$ cat src/rtl/sct_pkg.sv
package sct_pkg;

   // Register index taken from address bits 4:2
   typedef enum logic [2:0] {
      RI_CNT_LO = 3'd0,
      RI_CNT_HI = 3'd1,
      RI_CTRL   = 3'd2,
      RI_STAT   = 3'd3,
      RI_CMP_LO = 3'd4,
      RI_CMP_HI = 3'd5,
      RI_STEP   = 3'd6,
      RI_NONE   = 3'd7
   } reg_idx_e;

   // Banked control bits, packed to match control bits 3:1
   typedef struct packed {
      logic periodic;  // bit 3
      logic irq_en;    // bit 2
      logic cmp_en;    // bit 1
   } ch_ctl_t;

   localparam int RUN_BIT  = 0;
   localparam int PSC_LSB  = 8;

endpackage

$ cat src/rtl/sct_prescaler.sv
module sct_prescaler #(
   parameter int PSC_W = 8
) (
   input  logic             clk,
   input  logic             rst_n,
   input  logic             run,
   input  logic [PSC_W-1:0] div,
   output logic             tick
);
   logic [PSC_W-1:0] pc_q;

   // >= keeps the divider bounded if div shrinks mid-run
   assign tick = run && (pc_q >= div);

   always_ff @(posedge clk) begin
      if (!rst_n)             pc_q <= '0;
      else if (!run || tick)  pc_q <= '0;
      else                    pc_q <= pc_q + PSC_W'(1);
   end
endmodule

$ cat src/rtl/sct_counter.sv
module sct_counter #(
   parameter int CNT_W = 64
) (
   input  logic             clk,
   input  logic             rst_n,
   input  logic             tick,
   input  logic             ld_lo,
   input  logic             ld_hi,
   input  logic [31:0]      wdata,
   output logic [CNT_W-1:0] cnt
);
   always_ff @(posedge clk) begin
      if (!rst_n)      cnt <= '0;
      else if (ld_lo)  cnt[31:0] <= wdata;
      else if (ld_hi)  cnt[CNT_W-1:32] <= wdata[CNT_W-33:0];
      else if (tick)   cnt <= cnt + CNT_W'(1);
   end
endmodule

$ cat src/rtl/sct_channel.sv
module sct_channel
   import sct_pkg::*;
#(
   parameter int CNT_W  = 64,
   parameter int STEP_W = 32
) (
   input  logic             clk,
   input  logic             rst_n,
   input  logic             run,
   input  logic [CNT_W-1:0] cnt,
   input  logic             ctl_we,
   input  logic             stat_we,
   input  logic             cmp_lo_we,
   input  logic             cmp_hi_we,
   input  logic             step_we,
   input  logic [31:0]      wdata,
   output ch_ctl_t          ctl,
   output logic             flag,
   output logic [CNT_W-1:0] cmp,
   output logic [STEP_W-1:0] step,
   output logic             irq
);
   logic hit;
   logic unused_wdata;

   assign unused_wdata = ^{wdata[31:4], wdata[0]};
   assign hit = run && ctl.cmp_en && (cnt >= cmp);
   assign irq = flag && ctl.irq_en;

   always_ff @(posedge clk) begin
      if (!rst_n) begin
         ctl  <= '0;
         flag <= 1'b0;
         cmp  <= '0;
         step <= '0;
      end else begin
         if (ctl_we)  ctl <= ch_ctl_t'(wdata[3:1]);
         if (step_we) step <= wdata[STEP_W-1:0];
         // an event in the same cycle outranks a clear
         if (hit)                       flag <= 1'b1;
         else if (stat_we && wdata[0])  flag <= 1'b0;
         if (cmp_lo_we)                 cmp[31:0] <= wdata;
         else if (cmp_hi_we)            cmp[CNT_W-1:32] <= wdata[CNT_W-33:0];
         else if (hit && ctl.periodic)  cmp <= cmp + CNT_W'(step);
      end
   end
endmodule

$ cat src/rtl/shared_cmp_timer.sv
module shared_cmp_timer
   import sct_pkg::*;
#(
   parameter int NUM_CH    = 4,
   parameter int CORE_ID_W = 3,
   parameter int CNT_W     = 64,
   parameter int PSC_W     = 8
) (
   input  logic                 clk,
   input  logic                 rst_n,
   input  logic                 bus_sel,
   input  logic                 bus_we,
   input  logic [4:0]           bus_addr,
   input  logic [31:0]          bus_wdata,
   input  logic [CORE_ID_W-1:0] bus_core,
   output logic [31:0]          bus_rdata,
   output logic [NUM_CH-1:0]    irq
);
   localparam int CH_W   = (NUM_CH > 1) ? $clog2(NUM_CH) : 1;
   localparam int STEP_W = 32;
   localparam int CID_W1 = CORE_ID_W + 1;
   localparam logic [CORE_ID_W:0] NCH_L = CID_W1'(NUM_CH);

   generate
      if (NUM_CH < 1 || NUM_CH > 32)
         $error("NUM_CH must lie in 1..32");
      if (CORE_ID_W < CH_W)
         $error("CORE_ID_W too narrow for NUM_CH");
      if (CNT_W <= 32 || CNT_W > 64)
         $error("CNT_W must lie in 33..64");
      if (PSC_W < 1 || PSC_W > 8)
         $error("PSC_W must lie in 1..8");
   endgenerate

   logic             core_ok;
   logic [CH_W-1:0]  core_ix;
   logic             wr_ok;
   reg_idx_e         ridx;
   logic             unused_addr;

   logic             glob_en_q;
   logic [PSC_W-1:0] psc_q;
   logic             tick;
   logic [CNT_W-1:0] cnt_q;

   ch_ctl_t           ctl_a  [NUM_CH];
   logic [CNT_W-1:0]  cmp_a  [NUM_CH];
   logic [STEP_W-1:0] step_a [NUM_CH];
   logic [NUM_CH-1:0] stat_v;

   assign unused_addr = ^bus_addr[1:0];
   assign core_ok = ({1'b0, bus_core} < NCH_L);
   assign core_ix = core_ok ? bus_core[CH_W-1:0] : '0;
   assign wr_ok   = bus_sel && bus_we && core_ok;
   assign ridx    = reg_idx_e'(bus_addr[4:2]);

   // shared control fields
   always_ff @(posedge clk) begin
      if (!rst_n) begin
         glob_en_q <= 1'b0;
         psc_q     <= '0;
      end else if (wr_ok && ridx == RI_CTRL) begin
         glob_en_q <= bus_wdata[RUN_BIT];
         psc_q     <= bus_wdata[PSC_LSB +: PSC_W];
      end
   end

   sct_prescaler #(.PSC_W(PSC_W)) u_psc (
      .clk   (clk),
      .rst_n (rst_n),
      .run   (glob_en_q),
      .div   (psc_q),
      .tick  (tick)
   );

   sct_counter #(.CNT_W(CNT_W)) u_cnt (
      .clk   (clk),
      .rst_n (rst_n),
      .tick  (tick),
      .ld_lo (wr_ok && !glob_en_q && ridx == RI_CNT_LO),
      .ld_hi (wr_ok && !glob_en_q && ridx == RI_CNT_HI),
      .wdata (bus_wdata),
      .cnt   (cnt_q)
   );

   generate
      for (genvar i = 0; i < NUM_CH; i++) begin : g_ch
         logic mine;
         assign mine = wr_ok && (core_ix == CH_W'(i));

         sct_channel #(.CNT_W(CNT_W), .STEP_W(STEP_W)) u_ch (
            .clk       (clk),
            .rst_n     (rst_n),
            .run       (glob_en_q),
            .cnt       (cnt_q),
            .ctl_we    (mine && ridx == RI_CTRL),
            .stat_we   (mine && ridx == RI_STAT),
            .cmp_lo_we (mine && ridx == RI_CMP_LO),
            .cmp_hi_we (mine && ridx == RI_CMP_HI),
            .step_we   (mine && ridx == RI_STEP),
            .wdata     (bus_wdata),
            .ctl       (ctl_a[i]),
            .flag      (stat_v[i]),
            .cmp       (cmp_a[i]),
            .step      (step_a[i]),
            .irq       (irq[i])
         );
      end
   endgenerate

   // combinational read path
   logic [63:0] cnt64;
   logic [63:0] cmp64;
   assign cnt64 = 64'(cnt_q);
   assign cmp64 = 64'(cmp_a[core_ix]);

   always_comb begin
      bus_rdata = '0;
      if (core_ok) begin
         unique case (ridx)
            RI_CNT_LO: bus_rdata = cnt64[31:0];
            RI_CNT_HI: bus_rdata = cnt64[63:32];
            RI_CTRL:   bus_rdata = {16'd0, 8'(psc_q), 4'd0,
                                    ctl_a[core_ix], glob_en_q};
            RI_STAT:   bus_rdata = {31'd0, stat_v[core_ix]};
            RI_CMP_LO: bus_rdata = cmp64[31:0];
            RI_CMP_HI: bus_rdata = cmp64[63:32];
            RI_STEP:   bus_rdata = step_a[core_ix];
            RI_NONE:   bus_rdata = '0;
            default:   bus_rdata = '0;
         endcase
      end
   end
endmodule

$ cat config.mk
export PLATFORM = sky130hd
export DESIGN_NAME = shared_cmp_timer
export DESIGN_NICKNAME = d
export VERILOG_FILES = /design/src/rtl/sct_pkg.sv /design/src/rtl/sct_prescaler.sv /design/src/rtl/sct_counter.sv /design/src/rtl/sct_channel.sv /design/src/rtl/shared_cmp_timer.sv
export SDC_FILE = /design/constraint.sdc
export NUM_CORES = 2
export LEC_CHECK = 0
export ABC_AREA = 0
export BUFFER_PORTS_ARGS = -buffer_cell sky130_fd_sc_hd__buf_4
export CAP_MARGIN = 0
export CORE_ASPECT_RATIO = 0.5
export CORE_MARGIN = 2
export CORE_UTILIZATION = 40
export CTS_BUF_LIST = sky130_fd_sc_hd__clkbuf_8
export DETAILED_ROUTE_END_ITERATION = 8
export GPL_ROUTABILITY_DRIVEN = 0
export PLACE_DENSITY = 0.54
export RECOVER_POWER = 25
export SLEW_MARGIN = 30
export SYNTH_ARGS = -nofsm -noshare
export SYNTH_HDL_FRONTEND = slang
export SYNTH_SLANG_ARGS = --single-unit
$ cat constraint.sdc
create_clock -name clk -period 10.3 [get_ports clk]
set_input_delay 0.515 -clock clk [delete_from_list [all_inputs] [get_ports clk]]
set_output_delay 0.515 -clock clk [all_outputs]
set_load 0.02 [all_outputs]
=== Word level (Yosys, flattened, before mapping) ===
Cells that the tools add are included.

* Output and inout bits: 36
* Logic and storage cells: 191
* Bits of input ports: 44
* Bits in registers: 481

* Magnitude comparators: 8
* Reduce and logical (&&, ||, !) cells: 80
* Eq/ne operators: 15
* Bitwise gates (word level): 7
* Add/sub/neg operators: 6
* Muxes and demuxes: 42

{| class="wikitable"
|+ Operator list
! operator !! count
|-
| $mux W32 || 18
|-
| $mux W64 || 7
|-
| $add A64 B32 Y64 || 4
|-
| $ge A64 B64 Y1 || 4
|-
| $pmux W32 S8 || 1
|-
| $bmux W64 S2 || 1
|-
| $add A64 B1 Y64 const B || 1
|-
| $bmux W32 S2 || 1
|-
| $logic_and A1 B1 Y1 || 51
|-
| $reduce_bool A2 Y1 || 14
|-
| $reduce_and A2 Y1 || 10
|-
| $eq A3 B3 Y1 const B || 4
|-
| $ne A2 B1 Y1 const B || 5
|-
| $mux W1 || 9
|-
| $add A8 B1 Y8 const B || 1
|-
| $ge A8 B8 Y1 || 1
|-
| $bmux W3 S2 || 1
|-
| $eq A3 B2 Y1 const B || 2
|-
| $mux W3 || 2
|-
| $not A1 Y1 || 6
|-
| $eq A2 B2 Y1 const B || 2
|-
| $eq A3 B1 Y1 const B || 1
|-
| $ge A3 B3 Y1 const B || 1
|-
| $logic_not A3 Y1 || 1
|-
| 10 further kinds || 10
|}

=== Depth between registers and ports, before layout ===
* Word-level depth: 8
* Gate-level depth with buffers: 15
* Depth with buffers taken out: 13

=== By module ===
A second synthesis with hierarchy kept.

* Cell total of the unflattened synthesis: 5609
* Area total of the unflattened synthesis: 42240.5 µm²

{| class="wikitable"
|+ Modules (own cells, without submodules)
! module !! cells each !! area an instance (µm²) !! instances !! sequential area each (µm²)
|-
| sct_channel (g_ch[0].u_ch ...) || 1048 || 8074.0 || 3 || 2001.9
|-
| sct_channel (g_ch[1].u_ch) || 1025 || 8029.0 || 1 || 2001.9
|-
| shared_cmp_timer || 826 || 5393.9 || 1 || 180.2
|-
| sct_counter || 555 || 4070.2 || 1 || 1281.2
|-
| sct_prescaler || 59 || 525.5 || 1 || 160.2
|}

=== Least setup slack after synthesis ===
Ideal clock, no wire load.

* Kind: reg2reg
* Start: reg g_ch[0].u_ch.cmp[0]
* End: reg g_ch[0].u_ch.cmp[60]
* Library setup time: 0.081 ns
* Required time: 10.219 ns
* Arrival time: 3.192 ns
* Slack: 7.027 ns
* Cell stages (with the launch flop): 14
* Clock period less this slack: 3.273 ns
* Path buffers: 0
* Cells stage by stage: dfxtp_1 > ha_1 > inv_1 > fa_1 > nand2b_1 > a21oi_1 > o21bai_1 > a21o_1 > and2_1 > o311ai_2 > a21oi_1 > or3_4 > or4_1 > a41oi_1

* Cells in the longest elaborated chain, start to end: 5
* Elaborated cells on any way between the ends: 8
* Those cells by class: add/sub (1); order compare (1); mux (2); reduce/logical (4)

{| class="wikitable"
|+ Ends and longest elaborated chain
! what !! RTL line !! RTL
|-
| from (decl) || sct_channel.sv:19 || <nowiki>output logic [CNT_W-1:0] cmp,</nowiki>
|-
| from (signal assigned) || sct_channel.sv:42 || <nowiki>if (cmp_lo_we) cmp[31:0] <= wdata;</nowiki>
|-
| from (signal, indexed assignment) || sct_channel.sv:43 || <nowiki>else if (cmp_hi_we) cmp[CNT_W-1:32] <= wdata[CNT_W-33:0];</nowiki>
|-
| from (signal assigned) || sct_channel.sv:44 || <nowiki>else if (hit && ctl.periodic) cmp <= cmp + CNT_W'(step);</nowiki>
|-
| $ge A64 B64 Y1 || sct_channel.sv:27 || <nowiki>assign hit = run && ctl.cmp_en && (cnt >= cmp);</nowiki>
|-
| $logic_and A1 B1 Y1 || sct_channel.sv:27 ||
|-
| $logic_and A1 B1 Y1 || sct_channel.sv:44 ||
|-
| $reduce_bool A2 Y1 (no line) || - ||
|-
| $reduce_and A2 Y1 (no line) || - ||
|}

Parallel ways exist; a longest one is shown, timed or not. The select of a mux whose other input is x is not followed.
A chain may end at the register's enable or synchronous reset.

=== Worst setup path in the final report ===
* Start: in bus_addr[2]
* End: out bus_rdata[0]

* Cells in the longest elaborated chain, start to end: 3
* Elaborated cells on any way between the ends: 10
* Those cells by class: eq/ne (7); mux (2); reduce/logical (1)

{| class="wikitable"
|+ Ends and longest elaborated chain
! what !! RTL line !! RTL
|-
| from (decl) || shared_cmp_timer.sv:13 || <nowiki>input logic [4:0] bus_addr,</nowiki>
|-
| $eq A3 B3 Y1, or another cell as far along || shared_cmp_timer.sv:120 || <nowiki>unique case (ridx)</nowiki>
|-
| $pmux W32 S8 (*) || shared_cmp_timer.sv:120 ||
|-
| $mux W32 (*) || shared_cmp_timer.sv:119 || <nowiki>if (core_ok) begin</nowiki>
|-
| to (decl) || shared_cmp_timer.sv:16 || <nowiki>output logic [31:0] bus_rdata,</nowiki>
|}

Every way passes the cells marked *; elsewhere a longest branch is shown, timed or not.

==> flow_summary_export.csv <==
group,metric,value,unit
routing,final_antenna_net_count,0,
timing,max_slew_margin,-0.436,
cells_and_area,final_cell_area,42900,um2
worst_setup_path,end_kind,"output port",
yosys,ys_top_cells_by_count,"nand2_1, a21oi_1, dfxtp_1",
power_and_ir_drop,p_total,4550,uW
timing,period_minus_slack,5000,ps
clock_network,htree_levels,3,
global_route,antenna_found_initial,7,
worst_setup_path,cp_data_arrival_time,4490,ps
timing,tns,0,ps
timing,worst_slew_pin_slew,2150,ps
clock_network,ctsHoldBuffers,0,
yosys,ys.flop_type,"dfxtp_1",
clock_network,clk_pin_slew,70,ps
yosys,yosys.area.top_type,"dfxtp_1",
routing,drt_iter0_markers,7384,
timing,finalClockSkew,64.1,ps
floorplan,die-area,102000,um2
routing,drt_pre_antenna_iters,7,
cells_and_area,layout-area-overhead-vs-synth,8.51,%
yosys,async_reset_ff_frac,0,
clock_network,cts_tree,"built",
timing,fin_crit_sh,0.486,
clock_network,cts_setup_buffers,0,
yosys,synth_fp_nets,5866,
worst_setup_path,rr_worst_depth,11,
clock_network,clockBufferDepth,3,
yosys,yosys.area.top_type_share,0.243,
yosys,synth_edf_count,0,
routing,viasPerCell,6.63,
timing,final-hold-violation-count,0,
outcome,violations,"capacitance limit, slew limit",
clock_network,cts_made_buffers,83,
yosys,synth_area_leaders,"dfxtp_1, ha_1, a21oi_1",
yosys,netlist_instances,5424,
min_path,whs_path_depth,3,
power_and_ir_drop,ir_drop,89.4,uV
global_route,grt_overflow,0,
floorplan,core_area,97900,um2
worst_setup_path,crit_type,"input port to output port",
yosys,ys_warn_count,0,
global_route,grt_max_degree,105,
worst_setup_path,reg2reg_from,"u_cnt.cnt[37]",
clock_network,clock-sinks,481,
global_route,grt_use_total,0.375,
floorplan,start_util,0.404,
routing,wl_per_cell,29.7,um
place,hpwl,142,mm
floorplan,ios,80,
timing,clock.fmax,200,MHz
global_route,grt_pass1_wl,277,mm
cells_and_area,layout.nets,5732,
timing,slew_violations,273,
yosys,yosysUniqueCellTypes,92,
timing,grt_setup_unrepaired,"false",
place,dpl_cell_area,41100,um2
clock_network,cts_root_buf,"clkbuf_8",
yosys,synthesis.area,39500,um2
power_and_ir_drop,power_density,106,nW/um2
cells_and_area,layout-drive-gt1-share,0.0657,
yosys,synth_most_common_cell,"nand2_1",
job,max_cap_violations,7,
worst_setup_path,critPathLaunchType,"input port",
floorplan,fp.dieH,226,um
min_path,min_path_type,"input port to flop",
floorplan,rows,81,
outcome,outcome,"finished, violations left",
yosys,synthesis.area_per_instance,7.29,um2
worst_setup_path,rrSetupSlack,5530,ps
timing,setup_viol,0,
routing,num_vias,44400,
worst_setup_path,crit_start,"bus_addr[2]",
power_and_ir_drop,p_leak,0.0157,uW
worst_setup_path,required,9790,ps
global_route,grt_pass1_vias,38500,
place,port_buffers,77,
clock_network,clk_latency,840,ps
min_path,hold_path.startpoint,"bus_wdata[2]",
routing,drc_errors,0,
clock_network,post_cts_resized,0,
floorplan,fp.dieW,449,um
yosys,ys_seq_elements,481,
yosys,synth-seq-area-share,0.243,
worst_setup_path,cp_max_fo,39,
routing,wl,199,mm
cells_and_area,fillerInstances,10000,
## layout make-up
class / count / area [um2] / area share
Clock buffer: 110 / 1510 / 0.0353
Antenna cell: 4 / 10.0 / 0.000233
Timing Repair Buffer: 146 / 1090 / 0.0255
Inverter: 348 / 1310 / 0.0306
Sequential cell: 481 / 9630 / 0.224
Multi-Input combinational cell: 4230 / 27400 / 0.638
Clock inverter: 43 / 327 / 0.00761
Tap cell: 1328 / 1660 / 0.0387
## per-stage QoR
stage / worst slack [ps] / hold WS, ps / cells / utilization
after floorplan: 7030 / 448 / 5424 / -
after global placement: 5480 / 463 / 6531 / 0.419
after detailed placement: 5450 / 470 / 6532 / 0.420
after CTS: 5700 / 123 / 6685 / 0.438
after global routing: 5330 / 170 / 6688 / 0.438
final: 5300 / 198 / 6690 / 0.438
## worst max-delay path, cell delays in order
cell and delay (ps):
clkbuf_1 1260, nor2_1 580, nand2_1 970, o21ai_0 200, a21oi_1 650, buf_4 270
## layout by cell type (no fill, tap or decap), types with 14 or more instances in the layout
cell,instances
a211oi_1,131
a21o_1,123
a21oi_1,547
a221oi_1,40
a22o_1,28
a22oi_1,118
a311oi_1,46
a31oi_1,109
and2_1,17
and3_1,39
and4_1,26
buf_4,139
clkbuf_8,110
dfxtp_1,481
ha_1,394
inv_1,371
mux2i_1,61
nand2_1,691
nand2b_1,32
nand3_1,148
nand4_1,94
nor2_1,395
nor2b_1,23
nor3_1,110
nor4_1,38
o211ai_1,34
o21a_1,42
o21ai_0,345
o21bai_1,16
o221ai_1,60
o22ai_1,21
o31a_1,19
o31ai_1,25
o41ai_1,14
or2_2,14
or3_1,37
or4_1,17
xnor2_1,116
xor2_1,53
## flip-flops by register name (all words and copies together) (netlist names)
signal,count
g_ch.u_ch.cmp,256
g_ch.u_ch.step,128
u_cnt.cnt,64
g_ch.u_ch.ctl,12
psc_q,8
u_psc.pc_q,8
g_ch.u_ch.flag,4
glob_en_q,1
## per-layer routing
metal / up-vias / share of wire / track usage
met2: 3051 / 0.34 / 0.454
li1: 19600 / - / -
met4: 4 / 0.038 / 0.128
met1: 21300 / 0.43 / 0.542
met5: - / 0.00091 / 0.0118
met3: 377 / 0.19 / 0.195
## final timing paths
kind | end
max | bus_rdata[0]
min | g_ch[2].u_ch.ctl[1]
max reg2reg | g_ch[0].u_ch.cmp[61]
min reg2reg | g_ch[2].u_ch.step[19]
## power breakdown
group	switching (uW)	leakage (uW)	internal [uW]
combinational	402	0.0108	148
clock	976	0.00103	1080
sequential	61.7	0.00388	1880
total	1440	0.0157	3110
## cells by family after synthesis
| family | count (synthesis) | synth area share |
|---|---|---|
| XOR/XNOR | 169 | 0.0374 |
| adder cells (fa/ha/maj) | 398 | 0.127 |
| AO/OA/AOI/OAI | 1864 | 0.305 |
| buffers and inverters | 713 | 0.0688 |
| multiplexers | 64 | 0.0163 |
| flip-flops | 481 | 0.243 |
| AND/OR/NAND/NOR | 1735 | 0.202 |
Power figures use the tool's default switching activity.
